File: src/rtl/hdlc_rx_pkg.sv
package hdlc_rx_pkg;

    localparam int BYTE_W = 8;
    localparam int STAT_W = 2;
    localparam int WORD_W = BYTE_W + STAT_W;

    typedef enum logic [STAT_W-1:0] {
        ST_MID      = 2'b00,
        ST_FIRST    = 2'b01,
        ST_GOOD_END = 2'b10,
        ST_BAD_END  = 2'b11
    } rx_stat_e;

    localparam logic [15:0] CRC_INIT    = 16'hFFFF;
    localparam logic [15:0] CRC_POLY_R  = 16'h8408;
    localparam logic [15:0] CRC_RESIDUE = 16'hF0B8;

    // one line event per accepted bit, produced by the bit stage
    typedef struct packed {
        logic vld;      // de-stuffed data bit leaves the flag delay
        logic bit_val;
        logic open;     // flag seen: a frame starts
        logic close;    // flag seen while a frame was open
        logic abort;    // seven ones inside a frame
    } line_evt_t;

    function automatic logic [15:0] crc_step(input logic [15:0] c, input logic b);
        logic fb;
        fb = c[0] ^ b;
        crc_step = (c >> 1) ^ (fb ? CRC_POLY_R : 16'h0000);
    endfunction

endpackage

File: src/rtl/hdlc_rx_line.sv
module hdlc_rx_line
    import hdlc_rx_pkg::*;
#(
    parameter int IDLE_ONES = 15
) (
    input  logic      clk,
    input  logic      rst_n,
    input  logic      rx_en,
    input  logic      bit_vld,
    input  logic      bit_in,
    output line_evt_t evt,
    output logic      go_ahead,
    output logic      idle
);

    localparam int FLAG_LEN   = 8;
    localparam int DLY        = FLAG_LEN - 1;
    localparam int HIST_W     = FLAG_LEN + 1;
    localparam int STUFF_ONES = 5;
    localparam int ABORT_ONES = 7;
    localparam int ONES_W     = $clog2(IDLE_ONES + 1);
    localparam int FILL_W     = $clog2(DLY + 1);
    localparam logic [FLAG_LEN-1:0] FLAG_PAT = 8'b01111110;
    localparam logic [HIST_W-1:0]   GA_PAT   = 9'b011111110;

    typedef struct packed {
        logic [ONES_W-1:0] ones;
        logic [HIST_W-1:0] hist;
        logic              in_frame;
        logic [DLY-1:0]    dly;
        logic [FILL_W-1:0] fill;
        line_evt_t         evt;
        logic              ga;
    } line_state_t;

    line_state_t q, d;

    always_comb begin
        logic [HIST_W-1:0] hist_n;
        d        = q;
        d.evt    = '0;
        d.ga     = 1'b0;
        hist_n   = {q.hist[HIST_W-2:0], bit_in};
        if (!rx_en) begin
            d.ones     = '0;
            d.hist     = '0;
            d.in_frame = 1'b0;
            d.fill     = '0;
        end else if (bit_vld) begin
            d.hist = hist_n;
            if (bit_in) begin
                d.ones = (q.ones == ONES_W'(IDLE_ONES)) ? q.ones : q.ones + ONES_W'(1);
            end else begin
                d.ones = '0;
            end
            d.ga = (hist_n == GA_PAT);
            if (hist_n[FLAG_LEN-1:0] == FLAG_PAT) begin
                d.evt.close = q.in_frame;
                d.evt.open  = 1'b1;
                d.in_frame  = 1'b1;
                d.fill      = '0;
            end else if (q.in_frame && bit_in && q.ones == ONES_W'(ABORT_ONES - 1)) begin
                d.evt.abort = 1'b1;
                d.in_frame  = 1'b0;
            end else if (q.in_frame && !bit_in && q.ones == ONES_W'(STUFF_ONES)) begin
                d.dly = q.dly;  // inserted zero: dropped
            end else if (q.in_frame) begin
                d.dly = {q.dly[DLY-2:0], bit_in};
                if (q.fill == FILL_W'(DLY)) begin
                    d.evt.vld     = 1'b1;
                    d.evt.bit_val = q.dly[DLY-1];
                end else begin
                    d.fill = q.fill + FILL_W'(1);
                end
            end
        end
    end

    always_ff @(posedge clk) begin
        if (!rst_n) begin
            q <= '0;
        end else begin
            q <= d;
        end
    end

    assign evt      = q.evt;
    assign go_ahead = q.ga;
    assign idle     = (q.ones == ONES_W'(IDLE_ONES));

    AST_GA_SINGLE: assert property (@(posedge clk) disable iff (!rst_n)
        go_ahead |=> !go_ahead);
    AST_IDLE_DROP: assert property (@(posedge clk) disable iff (!rst_n)
        (rx_en && bit_vld && !bit_in) |=> !idle);
    AST_OFF_QUIET: assert property (@(posedge clk) disable iff (!rst_n)
        !rx_en |=> (evt == '0 && !idle));
    AST_GAP_HOLD: assert property (@(posedge clk) disable iff (!rst_n)
        (rx_en && !bit_vld) |=> ($stable(q.ones) && $stable(q.in_frame) && $stable(q.fill)));

endmodule

File: src/rtl/hdlc_rx_pack.sv
module hdlc_rx_pack
    import hdlc_rx_pkg::*;
#(
    parameter int LEN_W     = 16,
    parameter int MIN_KEEP  = 25,
    parameter int MIN_GOOD  = 32,
    parameter int MIN_ABORT = 26
) (
    input  logic              clk,
    input  logic              rst_n,
    input  line_evt_t         evt,
    output logic              wr_en,
    output logic [WORD_W-1:0] wr_word
);

    localparam int FCS_BYTES = 2;
    localparam int HOLD      = FCS_BYTES + 1;
    localparam int HC_W      = $clog2(HOLD + 1);
    localparam int BC_W      = $clog2(BYTE_W);

    typedef struct packed {
        logic [LEN_W-1:0]              len;
        logic [15:0]                   crc;
        logic [BYTE_W-1:0]             sr;
        logic [BC_W-1:0]               bcnt;
        logic [HOLD-1:0][BYTE_W-1:0]   hold;
        logic [HC_W-1:0]               hcnt;
        logic                          first_done;
        logic [HOLD-1:0][WORD_W-1:0]   dq;
        logic [HC_W-1:0]               dcnt;
        logic                          wr;
        logic [WORD_W-1:0]             wword;
    } pack_state_t;

    pack_state_t q, d;

    logic byte_push;
    assign byte_push = evt.vld && (q.bcnt == BC_W'(BYTE_W - 1)) && (q.hcnt == HC_W'(HOLD));

    always_comb begin
        logic [BYTE_W-1:0] byte_n;
        logic              flush_all;
        logic              good_end;
        logic              fcs_ok;
        rx_stat_e          st;
        d         = q;
        d.wr      = 1'b0;
        byte_n    = {evt.bit_val, q.sr[BYTE_W-1:1]};
        st        = ST_MID;
        flush_all = (evt.abort && q.len >= LEN_W'(MIN_ABORT))
                 || (evt.close && q.len >= LEN_W'(MIN_KEEP) && q.len < LEN_W'(MIN_GOOD));
        good_end  = evt.close && q.len >= LEN_W'(MIN_GOOD);
        fcs_ok    = (q.crc == CRC_RESIDUE) && (q.bcnt == '0);

        // end-of-frame entries leave one per cycle
        if (q.dcnt != '0) begin
            d.wr    = 1'b1;
            d.wword = q.dq[0];
            for (int i = 0; i < HOLD - 1; i++) begin
                d.dq[i] = q.dq[i+1];
            end
            d.dq[HOLD-1] = '0;
            d.dcnt       = q.dcnt - HC_W'(1);
        end

        if (evt.vld) begin
            if (q.len != '1) begin
                d.len = q.len + LEN_W'(1);
            end
            d.crc  = crc_step(q.crc, evt.bit_val);
            d.sr   = byte_n;
            d.bcnt = q.bcnt + BC_W'(1);
            if (q.bcnt == BC_W'(BYTE_W - 1)) begin
                if (q.hcnt == HC_W'(HOLD)) begin
                    d.wr         = 1'b1;
                    d.wword      = {(q.first_done ? ST_MID : ST_FIRST), q.hold[0]};
                    d.first_done = 1'b1;
                    for (int i = 0; i < HOLD - 1; i++) begin
                        d.hold[i] = q.hold[i+1];
                    end
                    d.hold[HOLD-1] = byte_n;
                end else begin
                    d.hold[q.hcnt] = byte_n;
                    d.hcnt         = q.hcnt + HC_W'(1);
                end
            end
        end

        if (flush_all) begin
            for (int i = 0; i < HOLD; i++) begin
                if (i == 0 && !q.first_done) begin
                    st = ST_FIRST;
                end else if (i == HOLD - 1) begin
                    st = ST_BAD_END;
                end else begin
                    st = ST_MID;
                end
                d.dq[i] = {st, q.hold[i]};
            end
            d.dcnt = HC_W'(HOLD);
        end else if (good_end) begin
            d.dq[0] = {(fcs_ok ? ST_GOOD_END : ST_BAD_END), q.hold[0]};
            d.dcnt  = HC_W'(1);
        end

        if (evt.open || evt.close || evt.abort) begin
            d.len        = '0;
            d.crc        = CRC_INIT;
            d.bcnt       = '0;
            d.hcnt       = '0;
            d.first_done = 1'b0;
        end
    end

    always_ff @(posedge clk) begin
        if (!rst_n) begin
            q     <= '0;
            q.crc <= CRC_INIT;
        end else begin
            q <= d;
        end
    end

    assign wr_en   = q.wr;
    assign wr_word = q.wword;

    AST_END_THEN_GAP: assert property (@(posedge clk) disable iff (!rst_n)
        (wr_en && wr_word[WORD_W-1]) |=> !wr_en);
    AST_DRAIN_DONE: assert property (@(posedge clk) disable iff (!rst_n)
        (evt.close || evt.abort) |-> (q.dcnt == '0));
    AST_HOLD_FULL: assert property (@(posedge clk) disable iff (!rst_n)
        (evt.close && q.len >= LEN_W'(MIN_KEEP)) |-> (q.hcnt == HC_W'(HOLD)));
    AST_SHORT_SILENT: assert property (@(posedge clk) disable iff (!rst_n)
        (evt.close && q.len < LEN_W'(MIN_KEEP) && q.dcnt == '0) |=> (q.dcnt == '0 && !wr_en));
    AST_NO_CLASH: assert property (@(posedge clk) disable iff (!rst_n)
        (q.dcnt != '0) |-> !byte_push);

endmodule

File: src/rtl/hdlc_rx_fifo.sv
module hdlc_rx_fifo #(
    parameter int DEPTH = 16,
    parameter int W     = 10
) (
    input  logic         clk,
    input  logic         rst_n,
    input  logic         wr_en,
    input  logic [W-1:0] wr_word,
    input  logic         rd_en,
    output logic [W-1:0] rd_word,
    output logic         empty,
    output logic         ovf
);

    localparam int AW = $clog2(DEPTH);
    localparam int CW = AW + 1;

    typedef struct packed {
        logic [AW-1:0] wptr;
        logic [AW-1:0] rptr;
        logic [CW-1:0] cnt;
        logic          ovf;
    } fifo_state_t;

    fifo_state_t q, d;
    logic [W-1:0] mem [DEPTH];
    logic full, do_wr, do_rd;

    assign full  = (q.cnt == CW'(DEPTH));
    assign do_wr = wr_en && !full;
    assign do_rd = rd_en && (q.cnt != '0);

    always_comb begin
        d = q;
        if (do_wr) begin
            d.wptr = (q.wptr == AW'(DEPTH - 1)) ? '0 : q.wptr + AW'(1);
        end
        if (do_rd) begin
            d.rptr = (q.rptr == AW'(DEPTH - 1)) ? '0 : q.rptr + AW'(1);
        end
        case ({do_wr, do_rd})
            2'b10:   d.cnt = q.cnt + CW'(1);
            2'b01:   d.cnt = q.cnt - CW'(1);
            default: d.cnt = q.cnt;
        endcase
        d.ovf = q.ovf | (wr_en && full);
    end

    always_ff @(posedge clk) begin
        if (!rst_n) begin
            q <= '0;
        end else begin
            q <= d;
        end
    end

    always_ff @(posedge clk) begin
        if (do_wr) begin
            mem[q.wptr] <= wr_word;
        end
    end

    assign rd_word = mem[q.rptr];
    assign empty   = (q.cnt == '0);
    assign ovf     = q.ovf;

    AST_OVF_STICKY: assert property (@(posedge clk) disable iff (!rst_n)
        ovf |=> ovf);
    AST_CNT_LIMIT: assert property (@(posedge clk) disable iff (!rst_n)
        q.cnt <= CW'(DEPTH));
    AST_FULL_DROP: assert property (@(posedge clk) disable iff (!rst_n)
        (wr_en && full && !rd_en) |=> (full && ovf));

endmodule

File: src/rtl/hdlc_frame_rx.sv
module hdlc_frame_rx
    import hdlc_rx_pkg::*;
#(
    parameter int DEPTH     = 16,
    parameter int IDLE_ONES = 15,
    parameter int LEN_W     = 16
) (
    input  logic              clk,
    input  logic              rst_n,
    input  logic              rx_en,
    input  logic              bit_vld,
    input  logic              bit_in,
    input  logic              rd_en,
    output logic [BYTE_W-1:0] rd_byte,
    output logic [STAT_W-1:0] rd_stat,
    output logic              rd_empty,
    output logic              fifo_ovf,
    output logic              go_ahead,
    output logic              idle_line
);

    line_evt_t         evt;
    logic              wr_en;
    logic [WORD_W-1:0] wr_word;
    logic [WORD_W-1:0] rd_word;

    hdlc_rx_line #(.IDLE_ONES(IDLE_ONES)) u_line (
        .clk      (clk),
        .rst_n    (rst_n),
        .rx_en    (rx_en),
        .bit_vld  (bit_vld),
        .bit_in   (bit_in),
        .evt      (evt),
        .go_ahead (go_ahead),
        .idle     (idle_line)
    );

    hdlc_rx_pack #(.LEN_W(LEN_W)) u_pack (
        .clk     (clk),
        .rst_n   (rst_n),
        .evt     (evt),
        .wr_en   (wr_en),
        .wr_word (wr_word)
    );

    hdlc_rx_fifo #(.DEPTH(DEPTH), .W(WORD_W)) u_fifo (
        .clk     (clk),
        .rst_n   (rst_n),
        .wr_en   (wr_en),
        .wr_word (wr_word),
        .rd_en   (rd_en),
        .rd_word (rd_word),
        .empty   (rd_empty),
        .ovf     (fifo_ovf)
    );

    assign rd_byte = rd_word[BYTE_W-1:0];
    assign rd_stat = rd_word[WORD_W-1:BYTE_W];

endmodule

File: config.mk
export PLATFORM = sky130hd
export DESIGN_NAME = hdlc_frame_rx
export DESIGN_NICKNAME = d
export VERILOG_FILES = /design/src/rtl/hdlc_rx_pkg.sv /design/src/rtl/hdlc_rx_line.sv /design/src/rtl/hdlc_rx_pack.sv /design/src/rtl/hdlc_rx_fifo.sv /design/src/rtl/hdlc_frame_rx.sv
export SDC_FILE = /design/constraint.sdc
export NUM_CORES = 1
export LEC_CHECK = 0
export BUFFER_PORTS_ARGS = -buffer_cell sky130_fd_sc_hd__buf_4
export CAP_MARGIN = 40
export CORE_MARGIN = 2
export CORE_UTILIZATION = 45
export CTS_CLUSTER_SIZE = 25
export DETAILED_ROUTE_END_ITERATION = 10
export GPL_ROUTABILITY_DRIVEN = 1
export SLEW_MARGIN = 20
export SYNTH_ARGS = -nofsm -noshare
export SYNTH_HDL_FRONTEND = slang
export SYNTH_SLANG_ARGS = --single-unit
export TNS_END_PERCENT = 30
File: constraint.sdc
create_clock -name clk -period 5.12 [get_ports clk]
set_clock_uncertainty 0.15 [all_clocks]
set_input_delay 0.256 -clock clk [delete_from_list [all_inputs] [get_ports clk]]
set_output_delay 0.256 -clock clk [all_outputs]
set_load 0.03 [all_outputs]
==> flow_metrics.env, run 1 <==
export IMPL_outcome="finished, final reports clean"
export IMPL_cp_slowest_cell="dfxtp_2"
export IMPL_synth_edf_count=160
export IMPL_synth_area_top_cells="edfxtp_1 (37%), dfxtp_1 (24%), mux4_2 (8.7%)"
export IMPL_seqPwrFrac=0.500
export IMPL_clk_path_buf_depth=3
export IMPL_gr_total_overflow=0
export IMPL_clkTransAtPathRegs_ns=0.05
export IMPL_drt_first_pass_iters=5
export IMPL_drt_initial_drc_count=556
export IMPL_grt_pass1_vias=7529
export IMPL_wl_mm=24.88
export IMPL_syn_to_final_growth_pct=15.01
export IMPL_cts_buffers=35
export IMPL_ys_types=54
export IMPL_synth_flop_cell="edfxtp_1"
export IMPL_grt_max_degree=55
export IMPL_cp_cell_sequence="buf_4 -> mux4_2 -> mux4_2 -> buf_4"
export IMPL_max_cap_viol_count=0
export IMPL_cts_hold_buf=4
export IMPL_syn_area_per_cell_um2=12.85
export IMPL_power_frac_comb=0.008
export IMPL_min_path_type="in2reg"
export IMPL_crit_required_ns=4.71
export IMPL_synth_top_area_frac=0.3703
export IMPL_clock_sinks=317
export IMPL_wl_per_cell_um=17.12
export IMPL_yosysMostFrequentCell="edfxtp_1"
export IMPL_fin_crit_sh=0.6759
export IMPL_diodes=0
export IMPL_regToRegSetupSlack_ns=1.99
export IMPL_drive_gt1_frac=0.1665
export IMPL_fp_coreArea_um2=28550
export IMPL_mappedNetlistNets=1041
export IMPL_avgViaCountPerCell=5.302
export IMPL_die_height_um=173.8
export IMPL_grt_usage=0.1676
export IMPL_initial_core_util=0.4545
export IMPL_synth_common_cells="edfxtp_1 (160), dfxtp_1 (157), nor2_1 (134), nand2_1 (73), mux2i_1 (68)"
export IMPL_clockRootBuffer="clkbuf_16"
export IMPL_cp_end_kind="output pin"
export IMPL_antenna_found_initial=0
export IMPL_start_kind="flop"
export IMPL_worstHoldPathCells=4
export IMPL_fin_crit_ns=3.461
export IMPL_rr_endpoint="u_fifo.q[5]"
export IMPL_switchingPower_mw=1.026
export IMPL_p_clk_frac=0.492
export IMPL_r2r_start="u_fifo.q[1]"
export IMPL_synth_warning_count=0
export IMPL_post_cts_buffers=0
export IMPL_design_die_area_um2=30200
export IMPL_synth_ff_latch_count=317
export IMPL_gp_congestion=0.7457
export IMPL_worstHoldStart="rx_en"
export IMPL_nFillCells=2490
export IMPL_min_to="u_line.evt[0]"
export IMPL_p_int_mw=4.257
export IMPL_cts_resized=0
export IMPL_vias=7704
export IMPL_grt_first_pass_wirelength_mm=40.77
export IMPL_rsz0062_at_grt="no"
export IMPL_synthArstFlopShare=0
export IMPL_hpwl_mm=15.84
export IMPL_final_core_util=0.5227
export IMPL_tightestPinTransition_ns=0.8773
export IMPL_setup_viol=0
export IMPL_seq_area_frac_synth=0.6126
export IMPL_max_freq_mhz=289.0
export IMPL_final_nets=1074
export IMPL_cellPowerDensity_nw_per_um2=354.0
export IMPL_slew_headroom=0.4151
export IMPL_num_rows=62
export IMPL_port_buffers=19
export IMPL_cpPeakStageDelay_ns=0.70
export IMPL_ir_drop_v=0.0002289
export IMPL_cp_arrival_ns=3.05
export IMPL_h_tree_depth=2
export IMPL_drc=0
export IMPL_syn_area_um2=12970
export IMPL_swShare=0.1942
export IMPL_clock_latency_ns=0.53
export IMPL_power_leakage_nw=5.117
export IMPL_postRouteAntennaNets=0
export IMPL_cts_tree="built"
export IMPL_ios=20
export IMPL_die_width_um=173.8
export IMPL_reg2regPathDepth=10
export IMPL_yosysTopAreaCell="edfxtp_1"
export IMPL_postSynthCellCount=1010
export IMPL_maxSlewViolCount=0
export IMPL_timing_hold_violations_final=0
export IMPL_cp_max_fo=25
export IMPL_tns_ns=0
export IMPL_path_class="reg2out"
-- state kept, by name, indices dropped and copies added, names as in the netlist, named ones only --
signal,count
u_line.q,23
u_fifo.ovf,1
u_pack.q,99
u_pack.wr_en,1
u_fifo.mem,160
u_pack.wr_word,10
u_line.go_ahead,1
u_line.evt,5
u_fifo.q,13
-- cells in the final DEF, fill, tap and decap left out, types with 4 or more instances in the layout --
cell,count
nand2b_1,22
nor2_1,131
a21oi_1,48
dlygate4sd3_1,4
clkbuf_16,35
nand2_1,73
inv_1,21
dfxtp_1,154
and2_1,4
nor4_1,9
or3_1,4
bufinv_16,5
xnor2_1,20
xor2_1,5
edfxtp_1,160
a311oi_1,17
mux2i_1,68
clkbuf_8,5
nand4_1,6
mux4_2,50
o21ai_0,40
nor3_1,14
buf_4,42
a211oi_1,18
ha_1,24
clkbuf_1,7
clkinv_2,7
nand3_1,15
-- routing by layer --
layer  GRT usage  part of all wire
met2      0.2842              0.49
met1      0.2227              0.45
met3     0.02522             0.034
met5           0                 0
met4     0.05252             0.022
-- power groups by stage --
stage          registers [mW]  logic [mW]  clock network (mW)
2_1_floorplan            2.70      0.0250                   0
3_3_place_gp             2.70      0.0363                   0
3_5_place_dp             2.70      0.0391                   0
4_1_cts                  2.64      0.0415                2.67
5_1_grt                  2.64      0.0446                2.76
6_report                 2.64      0.0404                2.60
-- cell type report --
type                    instances  area [µm²]  area share
flip-flops and latches        317        7951      0.5329
repair buffers                 53       470.5     0.03153
inverters                      22       82.58    0.005535
multi-input cells             614        4723      0.3166
clock inverters                16       241.5     0.01618
well taps                     384       480.5     0.03220
clock buffers                  47       970.9     0.06507
-- critical path: cells and delay by family (launching register included) --
kind	cells	cell delay, ns
muxes	2	1.08
buffers and inverters	2	0.73
DFF	1	0.70
-- how the worst max path moves through the flow --
stage                   to  slack (ns)  cells past startpoint
3_3_place_gp   u_fifo.q[5]        2.02                     10
6_report        rd_byte[6]        1.66                      4
4_1_cts         rd_byte[6]        1.56                      4
2_1_floorplan  u_fifo.q[5]        2.19                     10
5_1_grt         rd_byte[3]        1.44                      4
3_5_place_dp   u_fifo.q[5]        2.00                     10
-- cell families after synthesis --
kind of cell	Yosys count	share of synthesized area
AO/OA/AOI/OAI	145	0.07397
XOR/XNOR	25	0.01688
adder cells (fa/ha/maj)	25	0.02469
buffers and inverters	79	0.02527
flip-flops	317	0.6126
multiplexers	119	0.1401
AND/OR/NAND/NOR	300	0.1065
-- per-stage QoR --
step                      area (µm²)  cells  power (mW)  hold slack [ns]  setup WS (ns)
after global routing           14920   1453       5.448          0.05450          1.440
after CTS                      14910   1452       5.351          0.03354          1.559
final                          14920   1453       5.283          0.04874          1.659
after floorplan                12970   1010       2.721           0.2791          2.189
after detailed placement       13660   1385       2.735           0.2947          1.996
after global placement         13480   1370       2.732           0.2923          2.020
(Power assumes the default switching activity.)
==> run 2, diff against run 1 <==
Clock period 5.12 ns to 3.6 ns, I/O delays scaled along.
==> run 2 against run 1 <==
Utilization is 0.14 points lower. Critical path depth rose by 6. Highest routed layer unchanged. Power up 39%. Sequential power is 42% higher. Clock-buffer cell count shrank 1. Worst hold slack gained 0.0039 ns. Largest cell class unchanged. Largest power group unchanged. Worst setup slack got worse by 1.2 ns. First-iteration DRC count rose by 1.3%. Final cell count increased by 0.14%. Via count is 0.91% lower.
==> flow_metrics.env, run 2 (synthesis gave the netlist of run 1 again) <==
export IMPL_ir_drop_v=0.0004091
export IMPL_largest_reg_flops=160
export IMPL_cpPeakStageDelay_ns=0.55
export IMPL_critPathMostFrequentCell="a21oi_1"
export IMPL_timing_hold_violations_final=0
export IMPL_clock_latency_ns=0.52
export IMPL_initial_core_util=0.4545
export IMPL_layout_common_cells="edfxtp_1 (160), dfxtp_1 (154), nor2_1 (133), nand2_1 (73), mux2i_1 (68)"
export IMPL_wl_mm=24.71
export IMPL_gr_total_overflow=0
export IMPL_design_die_area_um2=30200
export IMPL_outcome="finished, final reports clean"
export IMPL_cp_end_kind="flop"
export IMPL_grt_pass1_vias=7645
export IMPL_setup_viol=0
export IMPL_drive_gt1_frac=0.1606
export IMPL_clk_path_buf_depth=3
export IMPL_avgViaCountPerCell=5.247
export IMPL_cts_resized=0
export IMPL_die_width_um=173.8
export IMPL_num_rows=62
export IMPL_rsz0062_at_grt="no"
export IMPL_grt_max_degree=52
export IMPL_path_class="reg2reg"
export IMPL_fin_crit_ns=3.104
export IMPL_final_nets=1079
export IMPL_max_freq_mhz=322.2
export IMPL_postRouteAntennaNets=0
export IMPL_p_int_mw=5.887
export IMPL_tns_ns=0
export IMPL_tightestPinTransition_ns=0.8887
export IMPL_cp_arrival_ns=3.41
export IMPL_grt_first_pass_wirelength_mm=40.43
export IMPL_fp_coreArea_um2=28550
export IMPL_cp_cell_sequence="or4_1 -> o21ai_1 -> inv_1 -> ha_1 -> fa_1 -> a21o_1 -> a21oi_1 -> xor2_1 -> or3_1 -> a21oi_1"
export IMPL_h_tree_depth=2
export IMPL_ios=20
export IMPL_slew_headroom=0.4055
export IMPL_clockRootBuffer="clkbuf_16"
export IMPL_swShare=0.1979
export IMPL_diodes=0
export IMPL_vias=7634
export IMPL_post_cts_buffers=0
export IMPL_power_frac_comb=0.008
export IMPL_final_core_util=0.5212
export IMPL_cts_tree="built"
export IMPL_fin_crit_sh=0.8622
export IMPL_drt_first_pass_iters=4
export IMPL_numPlacedInstances=1384
export IMPL_stdcell_count=1455
export IMPL_drc=0
export IMPL_cp_max_fo=5
export IMPL_hpwl_mm=15.55
export IMPL_reg_top3="u_fifo.mem: 160 flops, u_pack.q: 99 flops, u_line.q: 23 flops"
export IMPL_antenna_found_initial=0
export IMPL_gp_congestion=0.7617
export IMPL_grt_usage=0.1652
export IMPL_cp_slowest_cell="or4_1"
export IMPL_crit_required_ns=3.90
export IMPL_clock_sinks=317
export IMPL_whs_ns=0.05267
export IMPL_die_height_um=173.8
export IMPL_max_cap_viol_count=0
export IMPL_maxSlewViolCount=0
export IMPL_largest_register="u_fifo.mem"
export IMPL_p_clk_frac=0.480
export IMPL_total_power_mw=7.339
export IMPL_min_path_type="in2reg"
export IMPL_cellPowerDensity_nw_per_um2=493.3
export IMPL_syn_to_final_growth_pct=14.69
export IMPL_cts_buffers=35
export IMPL_drt_initial_drc_count=563
export IMPL_wl_per_cell_um=16.98
export IMPL_seqPwrFrac=0.512
export IMPL_final_common_cell="edfxtp_1"
export IMPL_power_leakage_nw=5.095
export IMPL_port_buffers=19
export IMPL_clkTransAtPathRegs_ns=0.06
export IMPL_cts_hold_buf=6
export IMPL_switchingPower_mw=1.452
export IMPL_start_kind="flop"
## run 2: through the flow
step           area, µm²  worst slack (ns)
2_1_floorplan      12970            0.6688
3_3_place_gp       13560            0.5002
3_5_place_dp       13620            0.4912
4_1_cts            14820            0.4779
5_1_grt            14880            0.2915
6_report           14880            0.4960
## run 2: power groups by stage
stage	registers [mW]	clock network (mW)	logic, mW
floorplan	3.83	0	0.0355
global placement	3.83	0	0.0516
detailed placement	3.83	0	0.0544
CTS	3.76	3.62	0.0586
global route	3.75	3.76	0.0655
finish	3.76	3.52	0.0591
## run 2: layer usage
metal,GRT usage,part of all wire,vias to the layer above
li1,-,-,3796
met1,0.2133,0.45,3687
met2,0.2877,0.50,114
met3,0.02741,0.031,37
met4,0.04657,0.021,0
met5,0,0,-
## run 2: final timing paths
| kind | cells after the start | end | from | slack, ns |
|---|---|---|---|---|
| setup / recovery | 10 | u_fifo.q[5] | u_fifo.q[1] | 0.50 |
| hold reg to reg | 2 | u_pack.q[41] | u_pack.q[41] | 0.30 |
| setup reg to reg | 10 | u_fifo.q[5] | u_fifo.q[1] | 0.50 |
| hold / removal | 3 | u_line.evt[2] | rx_en | 0.05 |
## run 2: worst max-delay path: cells and delay by family (launching register included)
family                   cells  cell delay, ns
adder cells (fa/ha/maj)      2            0.70
flip-flops                   1            0.36
buffers and inverters        1            0.13
AND/OR/NAND/NOR              2            0.85
AO/OA/AOI/OAI                4            0.74
XOR/XNOR                     1            0.09
## run 2: layout make-up
| class | count | area [µm²] |
|---|---|---|
| Timing Repair Buffer | 58 | 504.2 |
| Fill cell | 2528 | 13670 |
| Multi-Input combinational cell | 614 | 4718 |
| Clock inverter | 14 | 185.2 |
| Clock buffer | 46 | 957.2 |
| Inverter | 22 | 82.58 |
| Sequential cell | 317 | 7951 |
| Tap cell | 384 | 480.5 |
